<file path="config.mk">
export PLATFORM = sky130hd
export DESIGN_NAME = pwm_angle_frame
export DESIGN_NICKNAME = d
export VERILOG_FILES = /design/src/rtl/pwm_frame_pkg.sv /design/src/rtl/pwm_tick_div.sv /design/src/rtl/pwm_frame_pos.sv /design/src/rtl/pwm_frame_shape.sv /design/src/rtl/pwm_angle_frame.sv
export SDC_FILE = /design/constraint.sdc
export NUM_CORES = 1
export LEC_CHECK = 0
export BUFFER_PORTS_ARGS = -buffer_cell sky130_fd_sc_hd__buf_2
export CORE_ASPECT_RATIO = 1.1
export CORE_MARGIN = 5
export CORE_UTILIZATION = 45
export CTS_BUF_LIST = sky130_fd_sc_hd__clkbuf_2
export DETAILED_ROUTE_END_ITERATION = 8
export PLACE_DENSITY = 0.64
export SKIP_LAST_GASP = 1
export SYNTH_ARGS = -nofsm -noshare
export SYNTH_HDL_FRONTEND = slang
export SYNTH_HIERARCHICAL = 1
export SYNTH_SLANG_ARGS = --single-unit
</file>
<file path="constraint.sdc">
create_clock -name clk_i -period 5.3 [get_ports clk_i]
set_input_delay 1.325 -clock clk_i [delete_from_list [all_inputs] [get_ports clk_i]]
set_output_delay 1.325 -clock clk_i [all_outputs]
set_load 0.01 [all_outputs]
</file>
<file path="src/rtl/pwm_frame_pkg.sv">
package pwm_frame_pkg;
  typedef enum logic [1:0] {
    SEC_INIT,
    SEC_ERR,
    SEC_DATA,
    SEC_TAIL
  } frame_sec_e;
endpackage

</file>
<file path="src/rtl/pwm_tick_div.sv">
module pwm_tick_div #(
  parameter int DIV = 44
) (
  input  logic clk_i,
  input  logic rst_ni,
  input  logic run_i,
  output logic tick_o
);
  localparam int CNT_W = (DIV > 1) ? $clog2(DIV) : 1;

  generate
    if (DIV == 1) begin : g_nodiv
      assign tick_o = run_i;
    end else begin : g_div
      logic [CNT_W-1:0] cnt_q;
      always_ff @(posedge clk_i or negedge rst_ni) begin
        if (!rst_ni)                          cnt_q <= '0;
        else if (!run_i)                      cnt_q <= '0;
        else if (cnt_q == CNT_W'(DIV - 1))    cnt_q <= '0;
        else                                  cnt_q <= cnt_q + CNT_W'(1);
      end
      assign tick_o = run_i && (cnt_q == CNT_W'(DIV - 1));
    end
  endgenerate
endmodule

</file>
<file path="src/rtl/pwm_frame_pos.sv">
module pwm_frame_pos #(
  parameter int FRAME_LEN = 4119,
  parameter int POS_W     = 13
) (
  input  logic             clk_i,
  input  logic             rst_ni,
  input  logic             run_i,
  input  logic             tick_i,
  output logic [POS_W-1:0] pos_o,
  output logic             active_o,
  output logic             start_o
);
  localparam logic [POS_W-1:0] LAST = POS_W'(FRAME_LEN - 1);

  logic at_last;
  assign at_last = (pos_o == LAST);
  // load strobe: first cycle after enable, or wrap into the next frame
  assign start_o = run_i && (!active_o || (tick_i && at_last));

  always_ff @(posedge clk_i or negedge rst_ni) begin
    if (!rst_ni) begin
      pos_o    <= '0;
      active_o <= 1'b0;
    end else if (!run_i) begin
      pos_o    <= '0;
      active_o <= 1'b0;
    end else if (!active_o) begin
      pos_o    <= '0;
      active_o <= 1'b1;
    end else if (tick_i) begin
      pos_o    <= at_last ? '0 : pos_o + POS_W'(1);
    end
  end
endmodule

</file>
<file path="src/rtl/pwm_frame_shape.sv">
module pwm_frame_shape
  import pwm_frame_pkg::*;
#(
  parameter int ANGLE_W  = 12,
  parameter int POS_W    = 13,
  parameter int INIT_LEN = 12,
  parameter int ERR_LEN  = 4,
  parameter int DATA_LEN = 4095
) (
  input  logic               clk_i,
  input  logic               rst_ni,
  input  logic               run_i,
  input  logic               active_i,
  input  logic               start_i,
  input  logic [POS_W-1:0]   pos_i,
  input  logic [ANGLE_W-1:0] angle_i,
  input  logic               err_i,
  output logic [ANGLE_W-1:0] ang_q_o,
  output logic               err_q_o,
  output logic               pwm_o
);
  localparam int ERR_END  = INIT_LEN + ERR_LEN;
  localparam int DATA_END = ERR_END + DATA_LEN;

  frame_sec_e       sec;
  logic [POS_W-1:0] data_off;
  logic             level;

  always_comb begin
    if (pos_i < POS_W'(INIT_LEN))      sec = SEC_INIT;
    else if (pos_i < POS_W'(ERR_END))  sec = SEC_ERR;
    else if (pos_i < POS_W'(DATA_END)) sec = SEC_DATA;
    else                               sec = SEC_TAIL;
  end

  assign data_off = pos_i - POS_W'(ERR_END);

  always_comb begin
    unique case (sec)
      SEC_INIT: level = 1'b1;
      SEC_ERR:  level = !err_q_o;
      SEC_DATA: level = !err_q_o && (data_off < POS_W'(ang_q_o));
      default:  level = 1'b0;
    endcase
  end

  always_ff @(posedge clk_i or negedge rst_ni) begin
    if (!rst_ni) begin
      ang_q_o <= '0;
      err_q_o <= 1'b0;
      pwm_o   <= 1'b0;
    end else begin
      if (start_i) begin
        ang_q_o <= angle_i;
        err_q_o <= err_i;
      end
      pwm_o <= run_i && active_i && level;
    end
  end
endmodule

</file>
<file path="src/rtl/pwm_angle_frame.sv">
module pwm_angle_frame #(
  parameter int DIV      = 44,
  parameter int ANGLE_W  = 12,
  parameter int INIT_LEN = 12,
  parameter int ERR_LEN  = 4,
  parameter int TAIL_LEN = 8
) (
  input  logic               clk_i,
  input  logic               rst_ni,
  input  logic               pwm_en_i,
  input  logic               pwm_sel_i,
  input  logic [ANGLE_W-1:0] angle_i,
  input  logic               err_i,
  input  logic               w_func_i,
  input  logic               idx_func_i,
  output logic               w_o,
  output logic               i_o
);
  localparam int DATA_LEN  = (1 << ANGLE_W) - 1;
  localparam int FRAME_LEN = INIT_LEN + ERR_LEN + DATA_LEN + TAIL_LEN;
  localparam int POS_W     = $clog2(FRAME_LEN);

  logic               tick;
  logic               active;
  logic               start;
  logic [POS_W-1:0]   pos_q;
  logic [ANGLE_W-1:0] ang_q;
  logic               err_q;
  logic               pwm_q;

  pwm_tick_div #(.DIV(DIV)) u_div (
    .clk_i  (clk_i),
    .rst_ni (rst_ni),
    .run_i  (pwm_en_i && active),
    .tick_o (tick)
  );

  pwm_frame_pos #(.FRAME_LEN(FRAME_LEN), .POS_W(POS_W)) u_pos (
    .clk_i    (clk_i),
    .rst_ni   (rst_ni),
    .run_i    (pwm_en_i),
    .tick_i   (tick),
    .pos_o    (pos_q),
    .active_o (active),
    .start_o  (start)
  );

  pwm_frame_shape #(
    .ANGLE_W  (ANGLE_W),
    .POS_W    (POS_W),
    .INIT_LEN (INIT_LEN),
    .ERR_LEN  (ERR_LEN),
    .DATA_LEN (DATA_LEN)
  ) u_shape (
    .clk_i    (clk_i),
    .rst_ni   (rst_ni),
    .run_i    (pwm_en_i),
    .active_i (active),
    .start_i  (start),
    .pos_i    (pos_q),
    .angle_i  (angle_i),
    .err_i    (err_i),
    .ang_q_o  (ang_q),
    .err_q_o  (err_q),
    .pwm_o    (pwm_q)
  );

  // pin routing: the pin not carrying the frame keeps its own function
  always_comb begin
    w_o = w_func_i;
    i_o = idx_func_i;
    if (pwm_en_i) begin
      if (pwm_sel_i) i_o = pwm_q;
      else           w_o = pwm_q;
    end
  end
endmodule

</file>
==> flow_summary_export.csv, run 1 <==
group,metric,value,unit
outcome,status,"finished, final reports clean",
synthesis,synth_cell_types,54,
clock_network,htreeDepth,2,
routing,drcViolationCount,0,
worst_hold_path,min_path_type,"flip-flop to flip-flop",
clock_network,path_clk_slew,0.16,ns
timing,finalSetupViolCount,0,
timing,fmax,295.3,MHz
synthesis,synth_area,2186,sq um
timing,whs,0.5006,ns
worst_setup_path,cp-end-kind,"output pin",
global_route,antenna_found_initial,0,
synthesis,synth_ff_type,"dfrtp_1",
clock_network,clock_latency,0.38,ns
timing,slew_viol_final,0,
synthesis,syn_nets,254,
routing,wl_per_cell,15.08,um
routing,vias,1705,
place,dp_hpwl,3184,um
finish,antenna_cells,0,
timing,tns,0,ns
synthesis,synth.largest_area_cell,"dfrtp_1",
floorplan,dieArea,6353,sq um
finish,most-common-layout-cells,"dfrtp_1 (34), nand2_1 (23), buf_2 (20)",
power_and_ir_drop,p_leak,0.9858,nW
worst_setup_path,crit_fanout,14,
timing,layout_setup_ws,1.914,ns
routing,drt-vias-per-instance,5.721,
synthesis,yosysSeqAreaShare,0.3892,
finish,area_growth,8.701,%
routing,drt_wl_total,4493,um
synthesis,post_synth_main_area_contributors,"dfrtp_1 (39%), ha_1 (8.6%), nand2_1 (3.9%)",
place,post_dp_cell_area,2347,sq um
clock_network,cts_setup_buffers,0,
timing,post-route-min-period,3.386,ns
clock_network,holdBufCountCts,0,
synthesis,synth-seq-cells,34,
place,gp_routability_congestion,0.7545,
power_and_ir_drop,p_total,0.4589,mW
global_route,grt_pass1_vias,1744,
timing,min_period_over_period,0.6389,
run,maxCapViolCount,0,
timing,tightest_slew,0.7678,ns
global_route,track_usage,0.1569,
synthesis,syn-instance-count,220,
global_route,grt_pass1_wl,8224,um
worst_setup_path,cpMostUsedCell,"buf_2",
timing,slew-limit-headroom,0.4881,
global_route,grt_start_max_net_pins,35,
worst_setup_path,max_stage_delay,0.30,ns
timing,hold_viol,0,
clock_network,cts_buffers,5,
finish,final_net_count,277,
routing,dr.pass1.iters,4,
synthesis,synth_top_area_frac,0.3892,
timing,rsz0062_at_grt,"no",
clock_network,cts-resized-gates,0,
worst_setup_path,critPathArrivalTime,2.06,ns
clock_network,clock-sinks,34,
routing,drt_iter0_markers,83,
floorplan,start_util,0.4666,
power_and_ir_drop,power_density,193.1,nW/um^2
worst_setup_path,required,3.97,ns
clock_network,clock_path_buffers,2,
synthesis,synth_edf_count,0,
power_and_ir_drop,vdd_ir_drop_max,0.0001053,V
place,pre_cts_ws,1.876,ns
place,portBuffers,20,
clock_network,cts_tree,"built",
synthesis,yosys_warnings,6,
finish,final_common_cell,"dfrtp_1",
synthesis,synthArstFlopShare,1.000,
worst_setup_path,crit_type,"input port to output pin",
worst_setup_path,crit_chain,"buf_2 -> nand2b_1 -> mux2_4 -> buf_2",
floorplan,die_x,76.45,um
finish,fin_area,2376,sq um
worst_setup_path,critPathLaunchType,"input port",
worst_setup_path,cp_slowest_cell,"mux2_4",
timing,finClkSkew,0.01143,ns
synthesis,avgSynthCellArea,9.936,sq um
global_route,overflow,0,
floorplan,core,4684,sq um
clock_network,clockRootBuffer,"clkbuf_2",
floorplan,ios,21,
floorplan,placementRows,26,
routing,ant_nets,0,
finish,drive_gt1_frac,0.2025,
floorplan,die_h,83.10,um
-- critical path, delay by kind of cell --
kind,cells,cell delay [ns]
buffers and inverters,2,0.34
multiplexers,1,0.30
AND/OR/NAND/NOR,1,0.10
-- metrics by stage --
step / utilization / cells
floorplan: - / 220
global placement: 0.5011 / 292
detailed placement: 0.5011 / 292
CTS: 0.5072 / 298
global route: 0.5072 / 298
finish: 0.5072 / 298
-- sequential cells by signal (all words and copies together), names as in the netlist --
signal,flops
u_pos/pos_o,13
u_shape/ang_q_o,12
u_div/g_div.cnt_q,6
u_pos/active_o,1
u_shape/err_q_o,1
u_shape/pwm_o,1
-- layer usage --
| metal | vias up | global-route usage | wire length (um) |
|---|---|---|---|
| met3 | 10 | 0.03571 | 163 |
| met4 | 0 | 0.07154 | 99 |
| met2 | 26 | 0.2469 | 2100 |
| met5 | - | 0 | 0 |
| met1 | 809 | 0.2034 | 2129 |
| li1 | 860 | - | - |
-- where the power goes --
part           internal (mW)  total (mW)  leakage, nW  switching (mW)
sequential             0.274       0.280        0.448         0.00685
clock                 0.0262       0.113       0.0223          0.0868
combinational         0.0283      0.0654        0.516          0.0372
total                  0.328       0.459        0.986           0.131
-- final cells by class --
class	count	area, sq um
Timing Repair Buffer	22	115.1
Clock inverter	1	3.754
Fill cell	427	2308
Multi-Input combinational cell	161	1240
Inverter	19	71.32
Sequential cell	34	850.8
Tap cell	56	70.07
Clock buffer	5	25.02
-- final timing paths --
path | startpoint | endpoint | slack [ns] | cells past startpoint
worst min-delay path | u_div/g_div.cnt_q[0] | u_div/g_div.cnt_q[0] | 0.50 | 1
min in group asynchronous | rst_ni | u_shape/ang_q_o[1] | 0.99 | 1
worst min register to register | u_div/g_div.cnt_q[0] | u_div/g_div.cnt_q[0] | 0.50 | 1
worst max register to register | u_pos/pos_o[4] | u_shape/pwm_o | 2.55 | 10
worst max-delay path | pwm_en_i | w_o | 1.91 | 4
max in group asynchronous | rst_ni | u_pos/active_o | 3.82 | 1
-- synth_stat cells (2+ instances only) --
| master | n |
|---|---|
| clkbuf_1 | 4 |
| a21oi_1 | 7 |
| or4_1 | 5 |
| a21o_1 | 2 |
| or4_4 | 2 |
| mux2_2 | 3 |
| o21ai_1 | 3 |
| nand4b_1 | 7 |
| or3_1 | 4 |
| o41ai_1 | 3 |
| nand2_1 | 23 |
| ha_1 | 15 |
| xor2_1 | 4 |
| nor2_1 | 7 |
| o21ai_0 | 15 |
| o31ai_1 | 9 |
| dfrtp_1 | 34 |
| and4_1 | 2 |
| nand2b_1 | 2 |
| nand3_1 | 7 |
| xnor2_1 | 3 |
| nand4_1 | 4 |
| and2_1 | 5 |
| inv_1 | 19 |
| o21bai_1 | 2 |
-- logic make-up (layout without fill, tap and decap cells) --
kind of cell             after synthesis  after routing  share of synthesized area
adder cells (fa/ha/maj)               15             15                    0.08586
AND/OR/NAND/NOR                       80             80                     0.2255
flip-flops                            34             34                     0.3892
buffers and inverters                 25             47                    0.04350
multiplexers                           4              4                    0.02232
XOR/XNOR                               7              7                    0.02805
AO/OA/AOI/OAI                         55             55                     0.2055
No activity file was read; power rests on OpenSTA's default activity.
==> run 2: changes to the inputs <==
Clock period 5.3 ns to 3.5 ns, I/O delays scaled along.
==> flow_summary_export.csv, run 2 (synthesis gave the netlist of run 1 again) <==
group,metric,value,unit
worst_setup_path,critPathLaunchType,"flip-flop",
power_and_ir_drop,power_density,296.3,nW/um^2
finish,final_common_cell,"dfrtp_1",
timing,tightest_slew,0.7789,ns
finish,most-common-layout-cells,"dfrtp_1 (34), nand2_1 (23), buf_2 (20)",
timing,hold_viol,0,
clock_network,holdBufCountCts,0,
timing,fmax,363.3,MHz
clock_network,clock_path_buffers,2,
floorplan,start_util,0.4666,
routing,drcViolationCount,0,
floorplan,core,4684,sq um
clock_network,clock-sinks,34,
finish,largest_reg_flops,13,
clock_network,cts_tree,"built",
timing,slew-limit-headroom,0.4807,
finish,fin_area,2386,sq um
finish,fin_cells,300,
finish,fill_cells,446,
routing,m1WireLength,2184,um
outcome,status,"finished, final reports clean",
finish,drive_gt1_frac,0.2090,
routing,topRoutingLayerUsed,"met4",
place,dp.cells,292,
finish,largest-register,"u_pos/pos_o",
global_route,grt_pass1_wl,8100,um
routing,drt-vias-per-instance,5.743,
routing,ant_nets,0,
place,gp_routability_congestion,0.7673,
clock_network,path_clk_slew,0.17,ns
timing,min_period_over_period,0.7863,
worst_setup_path,crit_type,"flip-flop to flip-flop",
finish,reg_top3,"u_pos/pos_o (13), u_shape/ang_q_o (12), u_div/g_div.cnt_q (6)",
global_route,antenna_found_initial,0,
floorplan,ios,21,
floorplan,die_h,83.10,um
worst_setup_path,crit_fanout,11,
routing,drt_iter0_markers,106,
floorplan,die_x,76.45,um
timing,layout_setup_ws,0.7478,ns
clock_network,clockRootBuffer,"clkbuf_2",
routing,route.met3.wl,124,um
worst_hold_path,min_path_type,"flip-flop to flip-flop",
timing,tns,0,ns
power_and_ir_drop,p_leak,0.9939,nW
global_route,track_usage,0.1523,
clock_network,cts_buffers,5,
place,post_dp_cell_area,2347,sq um
worst_setup_path,critPathArrivalTime,3.03,ns
finish,area_growth,9.159,%
worst_setup_path,cp-end-kind,"flip-flop",
clock_network,cts_setup_buffers,0,
clock_network,htreeDepth,2,
place,dp_hpwl,3308,um
timing,post-route-min-period,2.752,ns
floorplan,dieArea,6353,sq um
routing,dr.pass1.iters,4,
clock_network,clock_latency,0.36,ns
worst_setup_path,required,3.78,ns
clock_network,cts-resized-gates,0,
routing,drt_wl_total,4588,um
global_route,grt_pass1_vias,1676,
routing,vias,1723,
place,portBuffers,20,
floorplan,placementRows,26,
finish,antenna_cells,0,
global_route,grt_start_max_net_pins,35,
routing,wl_met2,2239,um
global_route,overflow,0,
run,maxCapViolCount,0,
power_and_ir_drop,p_total,0.7071,mW
timing,rsz0062_at_grt,"no",
timing,slew_viol_final,0,
routing,wl_per_cell,15.29,um
place,pre_cts_ws,0.6402,ns
timing,finalSetupViolCount,0,
timing,finClkSkew,0.008543,ns
power_and_ir_drop,vdd_ir_drop_max,0.0001537,V
finish,seqCellArea,850.8,sq um
finish,multiInputGateArea,1240,sq um
finish,final_net_count,277,
## run 2: cell types whose count changed in the layout (fill, tap and decap cells not counted)
cell and change:
clkbuf_2 +1, clkinv_2 +1
## run 2: area by class of cell
cell class / count / share of cell area
Inverter: 19 / 0.02989
Clock inverter: 2 / 0.003671
Clock buffer: 6 / 0.01259
Multi-Input combinational cell: 161 / 0.5197
Sequential cell: 34 / 0.3566
Tap cell: 56 / 0.02937
Timing Repair Buffer: 22 / 0.04824
## run 2: worst max-delay path: stages (launching register included)
cell and delay [ns]:
dfrtp_1 0.52, inv_1 0.12, ha_1 0.22, or4b_4 0.50
nor2_1 0.13, xor2_1 0.16, ha_1 0.26, a21o_1 0.19
a2111oi_4 0.35, o221ai_2 0.15, o41ai_2 0.07
## run 2: layer usage
metal | GRT usage | vias up
li1 | - | 864
met1 | 0.2041 | 827
met2 | 0.2500 | 28
met3 | 0.03139 | 4
met4 | 0.03816 | 0
met5 | 0 | -
## run 2: through the flow
step | utilization | hold slack, ns
floorplan | - | 0.4535
global placement | 0.5011 | 0.4711
detailed placement | 0.5011 | 0.4769
CTS | 0.5093 | 0.5026
global route | 0.5093 | 0.5367
finish | 0.5093 | 0.5077
## run 2: path summary, 6_finish.rpt
kind | start | to | slack [ns] | cells after the start
min in group asynchronous | rst_ni | u_shape/ang_q_o[4] | 0.56 | 1
worst min register to register | u_div/g_div.cnt_q[0] | u_div/g_div.cnt_q[0] | 0.51 | 1
worst min-delay path | u_div/g_div.cnt_q[0] | u_div/g_div.cnt_q[0] | 0.51 | 1
worst max-delay path | u_pos/pos_o[4] | u_shape/pwm_o | 0.75 | 10
worst max register to register | u_pos/pos_o[4] | u_shape/pwm_o | 0.75 | 10
max in group asynchronous | rst_ni | u_pos/pos_o[3] | 2.45 | 1
## run 2: where the power goes
part / switching, mW / internal [mW] / total, mW / leakage [nW]
combinational: 0.0573 / 0.0431 / 0.100 / 0.516
sequential: 0.0105 / 0.414 / 0.425 / 0.448
clock: 0.133 / 0.0492 / 0.182 / 0.0304
==> run 3: changes to the inputs <==
Settings changed: PLACE_DENSITY 0.64 to 0.67.
Clock period 3.5 ns to 2.4 ns, I/O delays scaled along.
==> flow_summary_export.csv, run 3 (synthesis gave the netlist of run 1 again) <==
group,metric,value,unit
outcome,status,"finished with violations",
outcome,violations,"negative setup slack",
timing,slew-limit-headroom,0.4783,
global_route,overflow,0,
power_and_ir_drop,vdd_ir_drop_max,0.0003227,V
floorplan,dieArea,6353,sq um
power_and_ir_drop,p_leak,1.154,nW
worst_setup_path,critPathArrivalTime,2.74,ns
finish,fin_cells,330,
floorplan,die_x,76.45,um
clock_network,clockRootBuffer,"clkbuf_2",
clock_network,htreeDepth,2,
timing,tns,-0.05538,ns
place,dp.cells,320,
finish,drive_gt1_frac,0.3285,
timing,finClkSkew,0.01374,ns
timing,hold_viol,0,
power_and_ir_drop,p_total,1.060,mW
finish,most-common-layout-cells,"buf_4 (32), dfrtp_1 (32), nand2_1 (23)",
worst_setup_path,crit_fanout,8,
clock_network,clock_latency,0.37,ns
worst_hold_path,min_path_type,"input port to asynchronous set/reset pin",
routing,drt-vias-per-instance,5.594,
timing,tightest_slew,0.7825,ns
finish,area_growth,21.12,%
finish,reg_top3,"u_pos/pos_o (13), u_shape/ang_q_o (12), u_div/g_div.cnt_q (6)",
place,gp_routability_congestion,0.8194,
global_route,grt_start_max_net_pins,35,
clock_network,holdBufCountCts,0,
global_route,grt_pass1_wl,8673,um
routing,dr.pass1.iters,4,
worst_setup_path,required,2.68,ns
worst_setup_path,cp-end-kind,"flip-flop",
finish,fill_cells,433,
routing,ant_nets,0,
worst_setup_path,critPathLaunchType,"flip-flop",
finish,largest-register,"u_pos/pos_o",
clock_network,clock-sinks,34,
finish,fin_area,2648,sq um
floorplan,start_util,0.4666,
finish,largest_reg_flops,13,
timing,finalSetupViolCount,1,
global_route,antenna_found_initial,0,
timing,whs,0.2704,ns
timing,fmax,407.3,MHz
floorplan,core,4684,sq um
finish,final_net_count,307,
finish,multiInputGateArea,1274,sq um
clock_network,cts_buffers,5,
timing,rsz0062_at_grt,"yes",
place,post_dp_cell_area,2580,sq um
routing,wl_per_cell,14.75,um
finish,antenna_cells,0,
global_route,grt_pass1_vias,1894,
timing,min_period_over_period,1.023,
timing,layout_setup_ws,-0.05538,ns
routing,drt_wl_total,4868,um
place,portBuffers,20,
floorplan,ios,21,
routing,drt_iter0_markers,102,
place,dp_hpwl,3607,um
finish,final_util,0.5652,
place,pre_cts_ws,-0.04744,ns
finish,seqCellArea,853.3,sq um
power_and_ir_drop,power_density,400.2,nW/um^2
run,maxCapViolCount,0,
worst_setup_path,crit_type,"flip-flop to flip-flop",
clock_network,path_clk_slew,0.19,ns
clock_network,clock_path_buffers,2,
timing,post-route-min-period,2.455,ns
clock_network,cts_tree,"built",
timing,slew_viol_final,0,
routing,vias,1846,
global_route,track_usage,0.1637,
routing,drcViolationCount,0,
floorplan,placementRows,26,
floorplan,die_h,83.10,um
==> run 3: cell count changes in the layout (fill, tap and decap cells not counted), sizes merged <==
cell / before / now
buf: 22 / 52
==> run 3: worst paths after layout <==
kind / start / to / slack (ns) / cells after the start
min: rst_ni / u_pos/active_o / 0.27 / 1
max in group asynchronous: rst_ni / u_pos/pos_o[5] / 1.58 / 1
max reg2reg: u_pos/pos_o[5] / u_shape/pwm_o / -0.06 / 9
min in group clk_i: angle_i[4] / u_shape/ang_q_o[4] / 0.42 / 3
min reg2reg: u_shape/ang_q_o[0] / u_shape/ang_q_o[0] / 0.53 / 1
max: u_pos/pos_o[5] / u_shape/pwm_o / -0.06 / 9
==> run 3: metal layers <==
layer	track usage	routed length [um]
met1	0.2058	2239
met4	0.06200	46
met2	0.2734	2387
met3	0.03463	195
met5	0	0
==> run 3: timing repair <==
| item | CTS | global route |
|---|---|---|
| resized for setup | 1 | 3 |
| endpoints found under the setup margin | 1 | 19 |
| buffers inserted | 1 | 1 |
| pin swaps | 5 | 1 |
==> run 3: final cells by class <==
cell class / count / share of cell area
Tap cell: 56 / 0.02647
Sequential cell: 34 / 0.3223
Clock buffer: 6 / 0.01134
Multi-Input combinational cell: 161 / 0.4811
Timing Repair Buffer: 52 / 0.1285
Inverter: 19 / 0.02694
Clock inverter: 2 / 0.003308
==> run 3: power breakdown <==
group          total, mW  switching, mW  leakage (nW)  internal, mW
logic              0.169         0.0923         0.679        0.0770
clock network      0.274          0.202        0.0304        0.0718
registers          0.616         0.0120         0.444         0.604
==> run 3: critical path: stages (launching register included) <==
cell and delay (ns):
dfrtp_2 0.44, buf_4 0.16, or4_4 0.52, nor2_4 0.11
nand2_2 0.08, xnor2_1 0.13, ha_1 0.35, a2111oi_4 0.38
o221ai_2 0.14, o41ai_2 0.06
